==> config.mk <==
export PLATFORM = sky130hd
export DESIGN_NAME = flyback_supervisor
export DESIGN_NICKNAME = d
export VERILOG_FILES = /design/src/rtl/flyback_sup_pkg.sv /design/src/rtl/fsup_timer.sv /design/src/rtl/fsup_fault_arb.sv /design/src/rtl/flyback_supervisor.sv
export SDC_FILE = /design/constraint.sdc
export NUM_CORES = 1
export LEC_CHECK = 0
export ABC_AREA = 1
export BUFFER_PORTS_ARGS = -buffer_cell sky130_fd_sc_hd__clkbuf_2
export CAP_MARGIN = 0
export CELL_PAD_IN_SITES_DETAIL_PLACEMENT = 1
export CELL_PAD_IN_SITES_GLOBAL_PLACEMENT = 2
export CORE_MARGIN = 2
export CORE_UTILIZATION = 31
export DETAILED_ROUTE_END_ITERATION = 8
export PLACE_DENSITY = 0.78
export SYNTH_ARGS = -nofsm -noshare
export SYNTH_HDL_FRONTEND = slang
export SYNTH_SLANG_ARGS = --single-unit
export TNS_END_PERCENT = 5
==> constraint.sdc <==
create_clock -name clk -period 1.9 [get_ports clk]
set_input_delay 0.095 -clock clk [delete_from_list [all_inputs] [get_ports clk]]
set_output_delay 0.095 -clock clk [all_outputs]
set_load 0.01 [all_outputs]
==> src/rtl/flyback_sup_pkg.sv <==
// Shared types for the flyback supervisor: control states and fault codes.
// Assumes fault code values are decoded by software-visible status logic.
package flyback_sup_pkg;
    typedef enum logic [2:0] {
        ST_WAIT    = 3'd0,
        ST_ARMED   = 3'd1,
        ST_ON      = 3'd2,
        ST_LATCH   = 3'd3,
        ST_RESTART = 3'd4
    } sup_state_e;

    typedef enum logic [1:0] {
        FC_NONE  = 2'd0,
        FC_OVP   = 2'd1,
        FC_OCP   = 2'd2,
        FC_SHORT = 2'd3
    } fault_code_e;
endpackage

==> src/rtl/fsup_timer.sv <==
// Saturating phase timer: counts enabled cycles from zero, holds at LIMIT-1.
// Assumes clr is asserted whenever the owning phase is not active, so the
// count is zero in the first cycle of that phase.
module fsup_timer #(
    parameter int LIMIT = 16,
    localparam int W = $clog2(LIMIT + 1)
) (
    input  logic clk,
    input  logic rst_n,
    input  logic clr,
    input  logic en,
    output logic done
);
    localparam logic [W-1:0] LAST = W'(LIMIT - 1);

    logic [W-1:0] cnt_q;

    // Count phase cycles, saturating at the last one.
    always_ff @(posedge clk) begin
        if (!rst_n || clr) begin
            cnt_q <= '0;
        end else if (en && cnt_q != LAST) begin
            cnt_q <= cnt_q + 1'b1;
        end
    end

    // Terminal cycle indicator.
    assign done = (cnt_q == LAST);

    AST_TMR_DONE_HOLD: assert property (@(posedge clk) disable iff (!rst_n)
        (done && en && !clr) |=> done);
endmodule

==> src/rtl/fsup_fault_arb.sv <==
// Fault priority arbiter: overvoltage over overcurrent over sense short.
// Assumes active is low in any fault state so those states ignore inputs.
module fsup_fault_arb
    import flyback_sup_pkg::*;
(
    input  logic        active,
    input  logic        on_expire,
    input  logic        ovp,
    input  logic        ocp,
    input  logic        short_flag,
    output logic        hit,
    output logic        latch_kind,
    output fault_code_e code
);
    // Pick the highest-priority fault present this cycle.
    always_comb begin
        code = FC_NONE;
        if (active) begin
            if (ovp) begin
                code = FC_OVP;
            end else if (ocp) begin
                code = FC_OCP;
            end else if (on_expire && short_flag) begin
                code = FC_SHORT;
            end
        end
    end

    // Any fault, and whether it is the latching kind.
    assign hit        = (code != FC_NONE);
    assign latch_kind = (code == FC_OVP);
endmodule

==> src/rtl/flyback_supervisor.sv <==
// Flyback switching-cycle controller with fault supervision.
// Sequences on-time (ended by peak flag or MAX_ON limit) and off-time (ended
// by an armed valley or VALLEY_TMO timeout), and sorts faults into a latched
// shutdown or a timed hold followed by a full logic restart.
// Assumes all comparator flags are already synchronous to clk.
module flyback_supervisor
    import flyback_sup_pkg::*;
#(
    parameter int MAX_ON       = 16,
    parameter int VALLEY_TMO   = 24,
    parameter int RESTART_HOLD = 8
) (
    input  logic       clk,
    input  logic       rst_n,
    input  logic       fb_arm,
    input  logic       fb_valley,
    input  logic       fb_reg,
    input  logic       fb_ovp,
    input  logic       cs_peak,
    input  logic       cs_ocp,
    input  logic       cs_short,
    output logic       gate_on,
    output logic       shutdown,
    output logic [1:0] fault_code
);
    sup_state_e  state_q, state_d;
    fault_code_e code_q;
    fault_code_e arb_code;
    logic        on_phase, off_phase, rs_phase;
    logic        on_done, off_done, rs_done;
    logic        on_expire, start_ok, fault_hit, fault_latch;

    // Phase decode from the state register.
    assign on_phase  = (state_q == ST_ON);
    assign off_phase = (state_q == ST_WAIT) || (state_q == ST_ARMED);
    assign rs_phase  = (state_q == ST_RESTART);

    fsup_timer #(.LIMIT(MAX_ON)) u_on_tmr (
        .clk(clk), .rst_n(rst_n), .clr(!on_phase), .en(on_phase), .done(on_done)
    );
    fsup_timer #(.LIMIT(VALLEY_TMO)) u_off_tmr (
        .clk(clk), .rst_n(rst_n), .clr(!off_phase), .en(off_phase), .done(off_done)
    );
    fsup_timer #(.LIMIT(RESTART_HOLD)) u_rs_tmr (
        .clk(clk), .rst_n(rst_n), .clr(!rs_phase), .en(rs_phase), .done(rs_done)
    );

    // On-time limit reached with no peak flag.
    assign on_expire = on_phase && on_done && !cs_peak;
    // Next cycle may begin: regulation clear and valley or timeout.
    assign start_ok  = !fb_reg && (off_done || (state_q == ST_ARMED && fb_valley));

    fsup_fault_arb u_arb (
        .active    (on_phase || off_phase),
        .on_expire (on_expire),
        .ovp       (fb_ovp),
        .ocp       (cs_ocp),
        .short_flag(cs_short),
        .hit       (fault_hit),
        .latch_kind(fault_latch),
        .code      (arb_code)
    );

    // Next-state selection; faults override normal sequencing.
    always_comb begin
        state_d = state_q;
        unique case (state_q)
            ST_WAIT:    if (start_ok) state_d = ST_ON;
                        else if (fb_arm) state_d = ST_ARMED;
            ST_ARMED:   if (start_ok) state_d = ST_ON;
            ST_ON:      if (cs_peak || on_expire) state_d = ST_WAIT;
            ST_LATCH:   state_d = ST_LATCH;
            ST_RESTART: if (rs_done) state_d = ST_WAIT;
            default:    state_d = ST_WAIT;
        endcase
        if (fault_hit) begin
            state_d = fault_latch ? ST_LATCH : ST_RESTART;
        end
    end

    // State register with synchronous power-on reset.
    always_ff @(posedge clk) begin
        if (!rst_n) state_q <= ST_WAIT;
        else        state_q <= state_d;
    end

    // Fault code capture on entry, cleared when a restart completes.
    always_ff @(posedge clk) begin
        if (!rst_n)                 code_q <= FC_NONE;
        else if (fault_hit)         code_q <= arb_code;
        else if (rs_phase && rs_done) code_q <= FC_NONE;
    end

    // Output decode.
    assign gate_on    = on_phase;
    assign shutdown   = (state_q == ST_LATCH) || rs_phase;
    assign fault_code = code_q;

    AST_PEAK_ENDS_ON: assert property (@(posedge clk) disable iff (!rst_n)
        (on_phase && cs_peak) |=> !gate_on);
    AST_ON_LIMIT: assert property (@(posedge clk) disable iff (!rst_n)
        (on_phase && on_done) |=> !gate_on);
    AST_DISARMED_VALLEY: assert property (@(posedge clk) disable iff (!rst_n)
        (state_q == ST_WAIT && fb_valley && !off_done) |=> !gate_on);
    AST_REG_BLOCKS_START: assert property (@(posedge clk) disable iff (!rst_n)
        (off_phase && fb_reg) |=> !gate_on);
    AST_OVP_HOLD: assert property (@(posedge clk) disable iff (!rst_n)
        (state_q == ST_LATCH) |=> (shutdown && $stable(fault_code)));
    AST_SD_GATE_LOW: assert property (@(posedge clk) disable iff (!rst_n)
        shutdown |-> !gate_on);
    AST_RUN_CODE_CLEAR: assert property (@(posedge clk) disable iff (!rst_n)
        !shutdown |-> (fault_code == 2'd0));
endmodule

==> results.sh <==
export IMPL_timing_slew_headroom=0.708
export IMPL_cts_buffers=3
export IMPL_path_class="flip-flop to flip-flop"
export IMPL_start_util=0.321
export IMPL_antenna_found_initial=0
export IMPL_cts_root_buffer="clkbuf_4"
export IMPL_detail_route_first_pass_iterations=4
export IMPL_max_freq_mhz=580
export IMPL_drtIter0Drc=33
export IMPL_wl_per_cell_um=11.9
export IMPL_synth_ff_type="dfxtp_1"
export IMPL_avgSynthCellArea_um2=6.95
export IMPL_core_area_mm2=0.00331
export IMPL_die_w_um=62.6
export IMPL_grt_pass1_vias=1058
export IMPL_drv_cap=0
export IMPL_ys_ff_latch=19
export IMPL_ios=13
export IMPL_die_y_um=62.6
export IMPL_nFillCells=440
export IMPL_ys_types=25
export IMPL_power_w=0.00144
export IMPL_synthCells=153
export IMPL_critical_path_required_ns=2.12
export IMPL_hold_depth=3
export IMPL_avgViaCountPerCell=4.61
export IMPL_crit_path_max_fanout=5
export IMPL_rsz0062_at_grt="false"
export IMPL_yosysSeqAreaShare=0.358
export IMPL_dieArea_mm2=0.00392
export IMPL_r2r_cells=13
export IMPL_drtAntennaViolNets=0
export IMPL_finalWorstSetupSlack_ns=0.175
export IMPL_slew_violations=0
export IMPL_regToRegStartpoint="u_on_tmr.cnt_q[1]"
export IMPL_finish_utilization=0.375
export IMPL_wirelength_um=2580
export IMPL_tritoncts="done"
export IMPL_outcome="complete, no violations"
export IMPL_clk_latency_ns=0.30
export IMPL_period_share=0.908
export IMPL_grt_total_usage=0.145
export IMPL_cts_sinks=19
export IMPL_hpwl_um=2110
export IMPL_num_antenna_cells=0
export IMPL_clk_pin_slew_ns=0.12
export IMPL_pre_cts_ws_ns=0.0904
export IMPL_worst_setup_path_start_kind="flip-flop"
export IMPL_finalCriticalPeriod_ns=1.72
export IMPL_final_setup_tns_ns=0
export IMPL_vias=1004
export IMPL_netlist_area_mm2=0.00106
export IMPL_cp_arrival_ns=1.94
export IMPL_rows=21
export IMPL_total_leakage_power_nw=0.598
export IMPL_r2r_end="state_q[0]"
export IMPL_port_buffers=12
export IMPL_yosysWarningCount=0
export IMPL_hold_viol=0
export IMPL_min_to="state_q[0]"
export IMPL_power_density_mw_per_mm2=1160
export IMPL_hold_start="rst_n"
export IMPL_grt_start_max_net_pins=11
export IMPL_worst_pin_slew_ns=0.434
export IMPL_routabilityCongestion=0.793
export IMPL_synth_edf_count=0
export IMPL_ir_drop_mv=0.351
export IMPL_grt_first_pass_wirelength_um=4620
export IMPL_endpoint_kind="flip-flop"
export IMPL_cts_htree_levels=1
export IMPL_nets=186
export IMPL_fin_skew_ns=0.00643
export IMPL_area_growth_syn_to_layout_pct=16.6
export IMPL_drc_errors=0
export IMPL_grt_overflow=0
export IMPL_clk_path_buf_depth=2
export IMPL_syn_nets=166
export IMPL_setup_violations=0
export IMPL_hold_class="primary input to flip-flop"
export IMPL_drive_gt1_frac=0.238
export IMPL_synthArstFlopShare=0
export IMPL_r2r_slack_ns=0.18
==> metrics by stage <==
stage / cells / hold slack, ns / area [um^2]
3_3_place_gp: 213 / 0.401 / 1200
5_1_grt: 218 / 0.0627 / 1240
3_5_place_dp: 213 / 0.408 / 1200
6_report: 218 / 0.0742 / 1240
2_1_floorplan: 153 / 0.235 / 1060
4_1_cts: 217 / 0.0742 / 1220
==> placed cells by master, fill, tap and decap left out, drive strengths merged <==
cell    Yosys  final
a21oi      12     12
a31oi       1      1
buf         0      3
clkbuf      0     16
dfxtp      19     19
ha          4      4
inv        32     32
nand2      31     31
nand3      15     15
nand4       2      2
nor2       17     17
nor3        4      4
o211ai      1      1
o21ai       9      9
o31ai       1      1
or2         1      1
xnor2       3      3
xor2        1      1
==> cells in the mapped netlist (2+ instances only) <==
cell type,instances,area share
nand2_1,29,0.10
inv_1,25,0.088
dfxtp_1,19,0.36
nor2_1,13,0.046
nand3_1,12,0.056
a21oi_1,11,0.052
inv_2,7,0.025
o21ai_1,6,0.028
ha_1,4,0.047
nor3_1,4,0.019
nand3_2,3,0.028
nor2_2,3,0.018
xnor2_1,3,0.025
nand4_1,2,0.012
o21ai_0,2,0.0094
==> cell families (layout without fill, tap and decap cells) <==
kind of cell / count (synthesis) / count (layout) / synth area share
adder cells (fa/ha/maj): 4 / 4 / 0.0471
XOR/XNOR: 4 / 4 / 0.0329
flip-flops: 19 / 19 / 0.358
AND/OR/NAND/NOR: 70 / 70 / 0.316
buffers and inverters: 32 / 51 / 0.113
AO/OA/AOI/OAI: 24 / 24 / 0.133
==> state kept, by name (all words and copies together), names as in the netlist <==
name and count:
fault_code 2, state_q 3, u_off_tmr.cnt_q 5, u_on_tmr.cnt_q 5, u_rs_tmr.cnt_q 4
==> worst max-delay path by stage <==
stage | end | cells past startpoint | slack, ns | start
after floorplan | state_q[1] | 13 | 0.16 | u_on_tmr.cnt_q[0]
after global placement | state_q[0] | 12 | 0.15 | u_on_tmr.cnt_q[0]
after detailed placement | state_q[0] | 13 | 0.09 | u_on_tmr.cnt_q[0]
after CTS | state_q[0] | 13 | 0.07 | u_on_tmr.cnt_q[0]
after global routing | state_q[0] | 12 | 0.005 | u_on_tmr.cnt_q[1]
final | state_q[0] | 13 | 0.18 | u_on_tmr.cnt_q[1]
==> where the power goes <==
part,internal (W),switching (W),leakage [nW]
sequential,0.000469,0.0000712,0.156
combinational,0.000255,0.000435,0.428
clock,0.0000818,0.000131,0.0150
==> layout make-up <==
cell class,instances,area (um^2),area share
Tap cell,46,57.6,0.0464
Clock buffer,4,26.3,0.0212
Inverter,32,120,0.0969
Timing Repair Buffer,15,82.6,0.0666
Multi-Input combinational cell,102,571,0.460
Sequential cell,19,383,0.309
==> per-layer routing <==
| layer | up-vias | global-route usage | wire [um] |
|---|---|---|---|
| met2 | 12 | 0.249 | 1230 |
| met4 | 0 | 0.0583 | 42 |
| met3 | 5 | 0.0216 | 68 |
| met1 | 465 | 0.182 | 1240 |
| met5 | - | 0 | 0 |
| li1 | 522 | - | - |
==> what timing repair did <==
action,4_1_cts,5_1_grt
endpoints found under the setup margin,0,4
gates resized for setup,0,4
setup buffers,0,1
hold buffers,0,0
==> critical path, stage by stage (launching register included) <==
cell and delay, ns:
dfxtp_2 0.35, ha_1 0.16, inv_1 0.07, nor3_2 0.11, ha_2 0.20, nand3_1 0.09, inv_1 0.06, nand2_1 0.07
a31oi_1 0.18, inv_2 0.09, nand2_1 0.09, nand2_1 0.06, inv_1 0.07, nor2_2 0.03
Note: power is estimated with default switching activity, not from simulation.
